==> src/rtl/smbcfg_pkg.sv <==
package smbcfg_pkg;

  typedef enum logic [2:0] {
    ST_IDLE,
    ST_ADDR,
    ST_CMD,
    ST_WR,
    ST_TX,
    ST_WAIT
  } smb_state_t;

  localparam int unsigned OFS_W  = 7;
  localparam int unsigned BYTE_W = 8;

endpackage

==> src/rtl/smb_pin_cond.sv <==
module smb_pin_cond #(
  parameter int LINES = 2
) (
  input  logic             clk,
  input  logic             rst_n,
  input  logic [LINES-1:0] pin_i,
  output logic [LINES-1:0] pin_o
);

  for (genvar g = 0; g < LINES; g++) begin : g_line
    logic s_meta, s_sync, s_prev, s_out;
    always_ff @(posedge clk or negedge rst_n) begin
      if (!rst_n) begin
        s_meta <= 1'b1;
        s_sync <= 1'b1;
        s_prev <= 1'b1;
        s_out  <= 1'b1;
      end else begin
        s_meta <= pin_i[g];
        s_sync <= s_meta;
        s_prev <= s_sync;
        if (s_sync == s_prev) s_out <= s_sync;
      end
    end
    assign pin_o[g] = s_out;
  end

endmodule

==> src/rtl/smb_bus_events.sv <==
module smb_bus_events (
  input  logic clk,
  input  logic rst_n,
  input  logic scl_f,
  input  logic sda_f,
  output logic ev_start,
  output logic ev_stop,
  output logic ev_rise,
  output logic ev_fall
);

  logic scl_p, sda_p;

  always_ff @(posedge clk or negedge rst_n) begin
    if (!rst_n) begin
      scl_p <= 1'b1;
      sda_p <= 1'b1;
    end else begin
      scl_p <= scl_f;
      sda_p <= sda_f;
    end
  end

  assign ev_start = scl_p & scl_f & sda_p & ~sda_f;
  assign ev_stop  = scl_p & scl_f & ~sda_p & sda_f;
  assign ev_rise  = ~scl_p & scl_f;
  assign ev_fall  = scl_p & ~scl_f;

endmodule

==> src/rtl/smb_cfg_regs.sv <==
module smb_cfg_regs #(
  parameter int                   NREGS    = 8,
  parameter logic [NREGS*8-1:0]   DEF_VALS = '0
) (
  input  logic       clk,
  input  logic       rst_n,
  input  logic       we,
  input  logic [6:0] waddr,
  input  logic [7:0] wdata,
  input  logic [6:0] ra_a,
  output logic [7:0] rd_a,
  input  logic [6:0] ra_b,
  output logic [7:0] rd_b
);

  localparam int         AW      = (NREGS > 1) ? $clog2(NREGS) : 1;
  localparam logic [6:0] LIMIT   = 7'(NREGS);

  logic [7:0] mem [NREGS];

  always_ff @(posedge clk or negedge rst_n) begin
    if (!rst_n) begin
      for (int i = 0; i < NREGS; i++) mem[i] <= DEF_VALS[i*8 +: 8];
    end else if (we && (waddr < LIMIT)) begin
      mem[waddr[AW-1:0]] <= wdata;
    end
  end

  assign rd_a = (ra_a < LIMIT) ? mem[ra_a[AW-1:0]] : 8'h00;
  assign rd_b = (ra_b < LIMIT) ? mem[ra_b[AW-1:0]] : 8'h00;

endmodule

==> src/rtl/smb_cfg_slave.sv <==
module smb_cfg_slave
  import smbcfg_pkg::*;
#(
  parameter int                 NREGS    = 8,
  parameter logic [NREGS*8-1:0] DEF_VALS = 64'h9C0FE1407B26D833,
  parameter logic [6:0]         DEV_ADDR = 7'h69
) (
  input  logic       clk,
  input  logic       rst_n,
  input  logic       scl_i,
  input  logic       sda_i,
  output logic       sda_oe,
  output logic       wr_valid,
  output logic [6:0] wr_addr,
  output logic [7:0] wr_data,
  input  logic [6:0] loc_addr,
  output logic [7:0] loc_data
);

  localparam logic [6:0] LIMIT   = 7'(NREGS);
  localparam logic [7:0] COUNT_B = 8'(NREGS);
  localparam logic [6:0] PTR_MAX = 7'h7F;

  logic [1:0] filt;
  logic       scl_f, sda_f;
  logic       ev_start, ev_stop, ev_rise, ev_fall;

  smb_pin_cond #(.LINES(2)) u_cond (
    .clk   (clk),
    .rst_n (rst_n),
    .pin_i ({scl_i, sda_i}),
    .pin_o (filt)
  );
  assign scl_f = filt[1];
  assign sda_f = filt[0];

  smb_bus_events u_ev (
    .clk      (clk),
    .rst_n    (rst_n),
    .scl_f    (scl_f),
    .sda_f    (sda_f),
    .ev_start (ev_start),
    .ev_stop  (ev_stop),
    .ev_rise  (ev_rise),
    .ev_fall  (ev_fall)
  );

  smb_state_t st, nxt;
  logic [3:0] bit_cnt;
  logic [7:0] sh, tx_sh, left;
  logic [6:0] ptr;
  logic       blk, need_cnt, byte_done, tx_first, oe;
  logic       wv;
  logic [6:0] wa;
  logic [7:0] wd;
  logic [7:0] rd_ptr, tx_byte;
  logic       rx_state, load_tx, in_idle;

  smb_cfg_regs #(.NREGS(NREGS), .DEF_VALS(DEF_VALS)) u_regs (
    .clk   (clk),
    .rst_n (rst_n),
    .we    (wv),
    .waddr (wa),
    .wdata (wd),
    .ra_a  (ptr),
    .rd_a  (rd_ptr),
    .ra_b  (loc_addr),
    .rd_b  (loc_data)
  );

  assign rx_state = (st == ST_ADDR) || (st == ST_CMD) || (st == ST_WR);
  assign tx_byte  = tx_first ? COUNT_B : rd_ptr;
  assign load_tx  = ev_fall && (bit_cnt == 4'd9) &&
                    ((st == ST_TX) || ((st == ST_ADDR) && (nxt == ST_TX)));
  assign in_idle  = (st == ST_IDLE);

  always_ff @(posedge clk or negedge rst_n) begin
    if (!rst_n) begin
      st        <= ST_IDLE;
      nxt       <= ST_IDLE;
      bit_cnt   <= '0;
      sh        <= '0;
      tx_sh     <= '0;
      left      <= '0;
      ptr       <= '0;
      blk       <= 1'b0;
      need_cnt  <= 1'b0;
      byte_done <= 1'b0;
      tx_first  <= 1'b0;
      oe        <= 1'b0;
      wv        <= 1'b0;
      wa        <= '0;
      wd        <= '0;
    end else begin
      wv <= 1'b0;
      if (ev_start) begin
        st      <= ST_ADDR;
        bit_cnt <= '0;
        oe      <= 1'b0;
      end else if (ev_stop) begin
        st      <= ST_IDLE;
        bit_cnt <= '0;
        oe      <= 1'b0;
      end else if (ev_rise) begin
        if (rx_state) begin
          if (bit_cnt < 4'd8) begin
            sh      <= {sh[6:0], sda_f};
            bit_cnt <= bit_cnt + 4'd1;
          end
        end else if (st == ST_TX) begin
          if (bit_cnt < 4'd8) begin
            bit_cnt <= bit_cnt + 4'd1;
          end else if (bit_cnt == 4'd8) begin
            if (sda_f) st <= ST_WAIT;
            else       bit_cnt <= 4'd9;
          end
        end
      end else if (ev_fall) begin
        if (rx_state) begin
          if (bit_cnt == 4'd8) begin
            bit_cnt <= 4'd9;
            oe      <= 1'b1;
            nxt     <= ST_WR;
            if (st == ST_ADDR) begin
              if (sh[7:1] != DEV_ADDR) begin
                st      <= ST_WAIT;
                oe      <= 1'b0;
                bit_cnt <= '0;
              end else begin
                nxt      <= sh[0] ? ST_TX : ST_CMD;
                tx_first <= blk;
              end
            end else if (st == ST_CMD) begin
              blk       <= ~sh[7];
              ptr       <= sh[7] ? sh[6:0] : 7'd0;
              need_cnt  <= ~sh[7];
              byte_done <= 1'b0;
            end else begin
              if (blk) begin
                if (need_cnt) begin
                  left     <= sh;
                  need_cnt <= 1'b0;
                end else if (left != 8'd0) begin
                  left <= left - 8'd1;
                  if (ptr < LIMIT) begin
                    wv <= 1'b1;
                    wa <= ptr;
                    wd <= sh;
                  end
                  if (ptr != PTR_MAX) ptr <= ptr + 7'd1;
                end
              end else if (!byte_done) begin
                byte_done <= 1'b1;
                if (ptr < LIMIT) begin
                  wv <= 1'b1;
                  wa <= ptr;
                  wd <= sh;
                end
              end
            end
          end else if (bit_cnt == 4'd9) begin
            bit_cnt <= '0;
            st      <= nxt;
            oe      <= 1'b0;
          end
        end else if (st == ST_TX) begin
          if ((bit_cnt >= 4'd1) && (bit_cnt <= 4'd7)) begin
            tx_sh <= {tx_sh[6:0], 1'b0};
            oe    <= ~tx_sh[6];
          end else if (bit_cnt == 4'd8) begin
            oe <= 1'b0;
          end else if (bit_cnt == 4'd9) begin
            bit_cnt <= '0;
          end
        end
        if (load_tx) begin
          tx_sh <= tx_byte;
          oe    <= ~tx_byte[7];
          if (tx_first)                      tx_first <= 1'b0;
          else if (blk && (ptr != PTR_MAX))  ptr      <= ptr + 7'd1;
        end
      end
    end
  end

  assign sda_oe   = oe;
  assign wr_valid = wv;
  assign wr_addr  = wa;
  assign wr_data  = wd;

endmodule

==> config.mk <==
export PLATFORM = sky130hd
export DESIGN_NAME = smb_cfg_slave
export DESIGN_NICKNAME = d
export VERILOG_FILES = /design/src/rtl/smbcfg_pkg.sv /design/src/rtl/smb_pin_cond.sv /design/src/rtl/smb_bus_events.sv /design/src/rtl/smb_cfg_regs.sv /design/src/rtl/smb_cfg_slave.sv
export SDC_FILE = /design/constraint.sdc
export NUM_CORES = 1
export LEC_CHECK = 0
export ABC_AREA = 1
export CAP_MARGIN = 15
export CORE_ASPECT_RATIO = 1.4
export CORE_MARGIN = 1
export CORE_UTILIZATION = 40
export CTS_CLUSTER_SIZE = 25
export DETAILED_ROUTE_END_ITERATION = 12
export GPL_TIMING_DRIVEN = 0
export PLACE_DENSITY_LB_ADDON = 0.25
export SYNTH_ARGS = -nofsm -noshare
export SYNTH_HDL_FRONTEND = slang
export SYNTH_SLANG_ARGS = --single-unit
==> constraint.sdc <==
create_clock -name clk -period 5.82 [get_ports clk]
set_clock_uncertainty 0.05 [all_clocks]
set_input_delay 1.455 -clock clk [delete_from_list [all_inputs] [get_ports clk]]
set_output_delay 1.455 -clock clk [all_outputs]
set_load 0.01 [all_outputs]
* Yosys cells after proc, flatten, opt, wreduce, memory -nomap -nowiden
Cells that the tools add are included.
** Cells by class
- Bitwise logic cells :: 22
- Mux-type cells :: 111
- Reduce and logical (&&, ||, !) cells :: 34
- $lt $le $gt $ge :: 10
- Add/sub/neg operators :: 3
- Equality and inequality tests :: 30
** Operator list (number)
- two-way mux 7 bit :: 21
- two-way mux 8 bit :: 15
- two-way mux 4 bit :: 18
- bitwise mux 64 bit :: 1
- two-way mux 3 bit :: 17
- binary-select mux 8 bit (select 3 bit) :: 2
- two-way mux 1 bit :: 36
- inequality test 5 bit, second input constant :: 5
- demux 8 bit (select 3 bit) :: 1
- AND reduction 8 bit :: 3
- less-than comparator 7 x 4 -> 1 bit, second input constant :: 3
- AND reduction 10 bit :: 2
- inequality test 5 x 4 -> 1 bit, second input constant :: 3
- inequality test 7 bit, second input constant :: 2
- AND reduction 7 bit :: 2
- greater-or-equal comparator 4 bit, second input constant :: 3
- inverter 1 bit :: 12
- inverter 3 -> 4 bit :: 3
- nonzero test 4 bit :: 3
- AND reduction 11 bit :: 1
- AND reduction 5 bit :: 2
- nonzero test 5 bit :: 2
- == test 4 bit, second input constant :: 2
- inequality test 4 bit, second input constant :: 2
- 26 further kinds :: 49
** Storage, ports and cells
- Bits in registers :: 135

* Longest topological paths before layout
- Depth after elaboration :: 13
- Gate-level depth with buffers :: 13
- Gate-level depth less buffers :: 13

* Hierarchy
Synthesis repeated with hierarchy kept, for this count alone.
** Unflattened totals
- Cells, all modules :: 1234
- Area, all modules :: 8465.6 µm²
** Modules (own cells, without submodules)
- smb_cfg_regs :: area each 4280.4 µm², times used 1, seq. area each 1639.1 µm², cells an instance 667
- smb_cfg_slave :: area each 3833.7 µm², times used 1, seq. area each 1526.5 µm², cells an instance 536
- smb_pin_cond :: area each 257.7 µm², times used 1, seq. area each 210.2 µm², cells an instance 18
- smb_bus_events :: area each 93.8 µm², times used 1, seq. area each 52.6 µm², cells an instance 13

* Worst setup path after synthesis
OpenSTA, ideal clock, no wires.
- Path type :: input port to output port
- From :: in loc_addr[0]
- To :: out loc_data[7]
- Required time :: 4.315 ns
- Stages on the path :: 6
- Path slack :: 1.788 ns
- Path buffers :: 2
- Arrival time :: 2.527 ns
- Cells stage by stage :: clkbuf_1 > clkbuf_1 > o21ai_0 > o21ai_0 > o21ai_0 > a31oi_1
** Between the ends
- Longest elaborated chain between the ends :: 5
- Elaborated cells on any way between the ends :: 6
** RTL lines
- start, declared :: RTL line smb_cfg_slave.sv:16 : input logic [6:0] loc_addr,
- inverter 3 -> 4 bit (implied by the code) :: RTL line smb_cfg_regs.sv:30 : assign rd_b = (ra_b < LIMIT) ? mem[ra_b[AW-1:0]] : 8'h00;
- binary-select mux 8 bit (select 3 bit) :: RTL line smb_cfg_regs.sv:30
- two-way mux 8 bit (implied by the code) (2 in series) :: RTL line smb_cfg_regs.sv:30
- two-way mux 8 bit * :: RTL line smb_cfg_regs.sv:30
- end, declared :: RTL line smb_cfg_slave.sv:17 : output logic [7:0] loc_data
Mark *: on every way between the ends. The rest lies on a longest branch, timed or not. The select of a mux whose other input is x is not followed.

* Final worst setup path
- From :: in loc_addr[1]
- To :: out loc_data[4]
Same word-level chain as after synthesis.

==> flow_summary_export.csv <==
group,metric,value,unit
worst_hold_path,min_path_type,"flip-flop to flip-flop",
grt,grt_max_degree,81,
cts,cts_buffer_depth,2,
floorplanning,die_height,165,µm
cts,htree_levels,4,
yosys,synth_top_flop_cell,"dfrtp_1",
placed_design,gp_congestion,0.983,
cells_and_area,fillers,1890,
floorplanning,dieArea,19500,µm²
setup_path,critical_path_buf_inv_count,3,
yosys,ys_warn_count,0,
routing,num_vias,6820,
yosys,synth_seq_cells,135,
power_and_ir_drop,max-vdd-ir-drop,0.195,mV
sta,finalHoldViolCount,0,
power_and_ir_drop,cellPowerDensity,305,nW/µm²
yosys,synth_top_area_frac,0.314,
setup_path,path_max_fanout,10,
grt,antenna_found_initial,0,
cells_and_area,stdcell_area,8860,µm²
sta,tightest_slew,0.882,ns
sta,fin_crit,5.49,ns
power_and_ir_drop,internal-power,0.00186,W
power_and_ir_drop,leakage,3.81,nW
cells_and_area,antenna_cells,0,
routing,routed_wl,21.7,mm
sta,max_freq,182,MHz
placed_design,hpwlAfterDp,16.1,mm
setup_path,cp.required,4.32,ns
cts,cts_sinks,135,
power_and_ir_drop,p_switching,0.000839,W
sta,setup-tns-final,0,ns
floorplanning,row_count,59,
setup_path,cp_slowest_cell,"clkdlybuf4s50_1",
yosys,synthArstFlopShare,1.00,
cts,tritoncts,"built",
yosys,synthesis.nets,1003,
sta,holdWs,0.307,ns
cts,clock_tree.root_cell,"clkbuf_16",
setup_path,worst_path_most_repeated_cell,"o21ai_0",
yosys,yosys.area.top_type,"dfrtp_1",
sta,grt_setup_unrepaired,"false",
setup_path,crit_chain,"clkdlybuf4s50_1 > clkbuf_1 > o21ai_0 > o21ai_0 > o21ai_0 > a31oi_1 > clkdlybuf4s50_1",
power_and_ir_drop,p_seq_frac,0.397,
sta,post-route-period-util,0.943,
power_and_ir_drop,p_clk_frac,0.417,
setup_path,crit_path_max_incr_delay,0.58,ns
yosys,syn_avg_cell_area,7.71,µm²
cts,cts_made_buffers,17,
setup_path,crit_arrival,3.98,ns
yosys,netlist_instances,982,
yosys,ys_seq_area_frac,0.453,
placed_design,place_area,8250,µm²
run,max_cap_viol_count,0,
routing,post_drt_wl_per_cell,16.8,µm
routing,postRouteAntennaNets,0,
floorplanning,die_w,118,µm
grt,grt_pass1_vias,6627,
yosys,yosys-top-cells-area,"dfrtp_1, dfstp_2, nand2_1, o21ai_0, inv_1",
grt,grt_pass1_wl,35.4,mm
cells_and_area,final_common_cell,"nand2_1",
setup_path,cp-start-kind,"primary input",
placed_design,post-place-ws,0.380,ns
cts,cts_resized,0,
setup_path,crit_family,"buffers and inverters",
cts,clkLatencyLatePin,0.44,ns
floorplanning,ios,36,
routing,dr.pass1.iters,5,
setup_path,end_kind,"output port",
sta,relSlewSlack,0.407,
floorplanning,initial_utilization,0.407,
power_and_ir_drop,pwr-share-comb,0.186,
yosys,netlist_area,7580,µm²
routing,viasPerCell,5.27,
placed_design,portBuffers,34,
sta,finalSetupViolCount,0,
sta,drv_slew,0,
cts,path_clk_slew,0.06,ns
cells_and_area,layout_common_cells,"nand2_1, o21ai_0, inv_1, dfrtp_1, nor2_1",
yosys,synth_cell_type_count,45,
routing,drc_errors,0,
cells_and_area,area_growth,17.0,%
grt,overflow,0,
cts,cts_hold_buf,0,
cells_and_area,drive_above_1_share,0.125,
power_and_ir_drop,swShare,0.311,
sta,worst_slack,0.331,ns
run_status,status,"finished, final reports clean",
cts,cts_setup_buffers,0,
setup_path,critical_path_class,"primary input to output port",
yosys,synth-edff-count,0,
routing,drt_iter0_drc,476,
floorplanning,core,18600,µm²
cells_and_area,nets,1057,
cells_and_area,utilization,0.476,
grt,grt_use_total,0.236,
## through the flow
step | total power (W) | std cells
after global placement | 0.00158 | 1260
after detailed placement | 0.00159 | 1261
final | 0.00270 | 1293
after CTS | 0.00272 | 1293
after global routing | 0.00282 | 1293
after floorplan | 0.00144 | 982
## worst paths after layout
path	start	endpoint	slack (ns)	cells after the start
max	loc_addr[1]	loc_data[4]	0.33	7
max in group asynchronous	rst_n	u_ev.scl_p$_DFF_PN1_	3.99	2
min reg2reg	u_cond.g_line[1].s_meta$_DFF_PN1_	u_cond.g_line[1].s_sync$_DFF_PN1_	0.31	0
max reg2reg	ptr[0]$_DFFE_PN0P_	tx_sh[5]$_DFFE_PN0P_	3.51	6
min in group asynchronous	rst_n	u_regs.mem[53]$_DFFE_PN0P_	0.91	1
min	u_cond.g_line[1].s_meta$_DFF_PN1_	u_cond.g_line[1].s_sync$_DFF_PN1_	0.31	0
## routing by layer
| layer | GRT usage | share of wire | wire, µm | up-vias |
|---|---|---|---|---|
| li1 | - | - | - | 3343 |
| met1 | 0.267 | 0.40 | 8740 | 3223 |
| met2 | 0.420 | 0.51 | 11000 | 188 |
| met3 | 0.0338 | 0.039 | 839 | 66 |
| met4 | 0.147 | 0.051 | 1100 | 0 |
| met5 | 0 | 0 | 0 | - |
## flip-flops by register name (all words and copies together), names as in the netlist, 2 cells and up
signal,cells
st,3
u_cond.g_line.s_out,2
u_cond.g_line.s_prev,2
u_regs.mem,64
u_cond.g_line.s_meta,2
nxt,3
ptr,7
wr_data,8
u_cond.g_line.s_sync,2
wr_addr,7
bit_cnt,4
tx_sh,7
left,8
sh,8
## cells in the mapped netlist (all sizes together), types with 5 or more instances
| cell | n |
|---|---|
| a21oi | 55 |
| a31oi | 9 |
| buf | 13 |
| clkbuf | 25 |
| dfrtp | 95 |
| dfstp | 40 |
| ha | 10 |
| inv | 103 |
| nand2 | 254 |
| nand3 | 47 |
| nand4 | 5 |
| nor2 | 84 |
| nor3 | 8 |
| o211ai | 16 |
| o21ai | 192 |
| xor2 | 6 |
## logic make-up (layout without fill, tap and decap cells)
family	count (synthesis)	count (layout)	synth area share
AOI/OAI and AO/OA	281	281	0.206
xor gates and xnor gates	7	7	0.00809
adders and majority gates	12	12	0.0192
and+or+nand+nor	403	403	0.237
DFF	135	135	0.453
buffers and inverters	143	210	0.0763
muxes	1	1	0.00132
## power groups by stage
stage	clock network (W)	registers [W]	logic, W
after global routing	0.00117	0.00108	0.000569
after floorplan	0	0.00107	0.000372
final	0.00113	0.00107	0.000502
after CTS	0.00114	0.00107	0.000508
after global placement	0	0.00109	0.000498
after detailed placement	0	0.00109	0.000507
## worst reg2reg max path, stage by stage (launching register included)
cell,delay (ns)
dfrtp_1,0.38
buf_2,0.28
clkbuf_1,0.50
o21ai_0,0.20
a21oi_1,0.40
o21ai_0,0.25
a21oi_1,0.17
## cell type report
| type | count | area (µm²) | area share |
|---|---|---|---|
| clock buffers | 20 | 447 | 0.0504 |
| flip-flops and latches | 135 | 3430 | 0.387 |
| repair buffers | 35 | 369 | 0.0416 |
| multi-input cells | 704 | 3570 | 0.403 |
| plain buffers | 38 | 184 | 0.0208 |
| inverters | 105 | 394 | 0.0445 |
| clock inverters | 12 | 165 | 0.0186 |
| well taps | 244 | 305 | 0.0344 |
No activity file was read; power rests on OpenSTA's default activity.
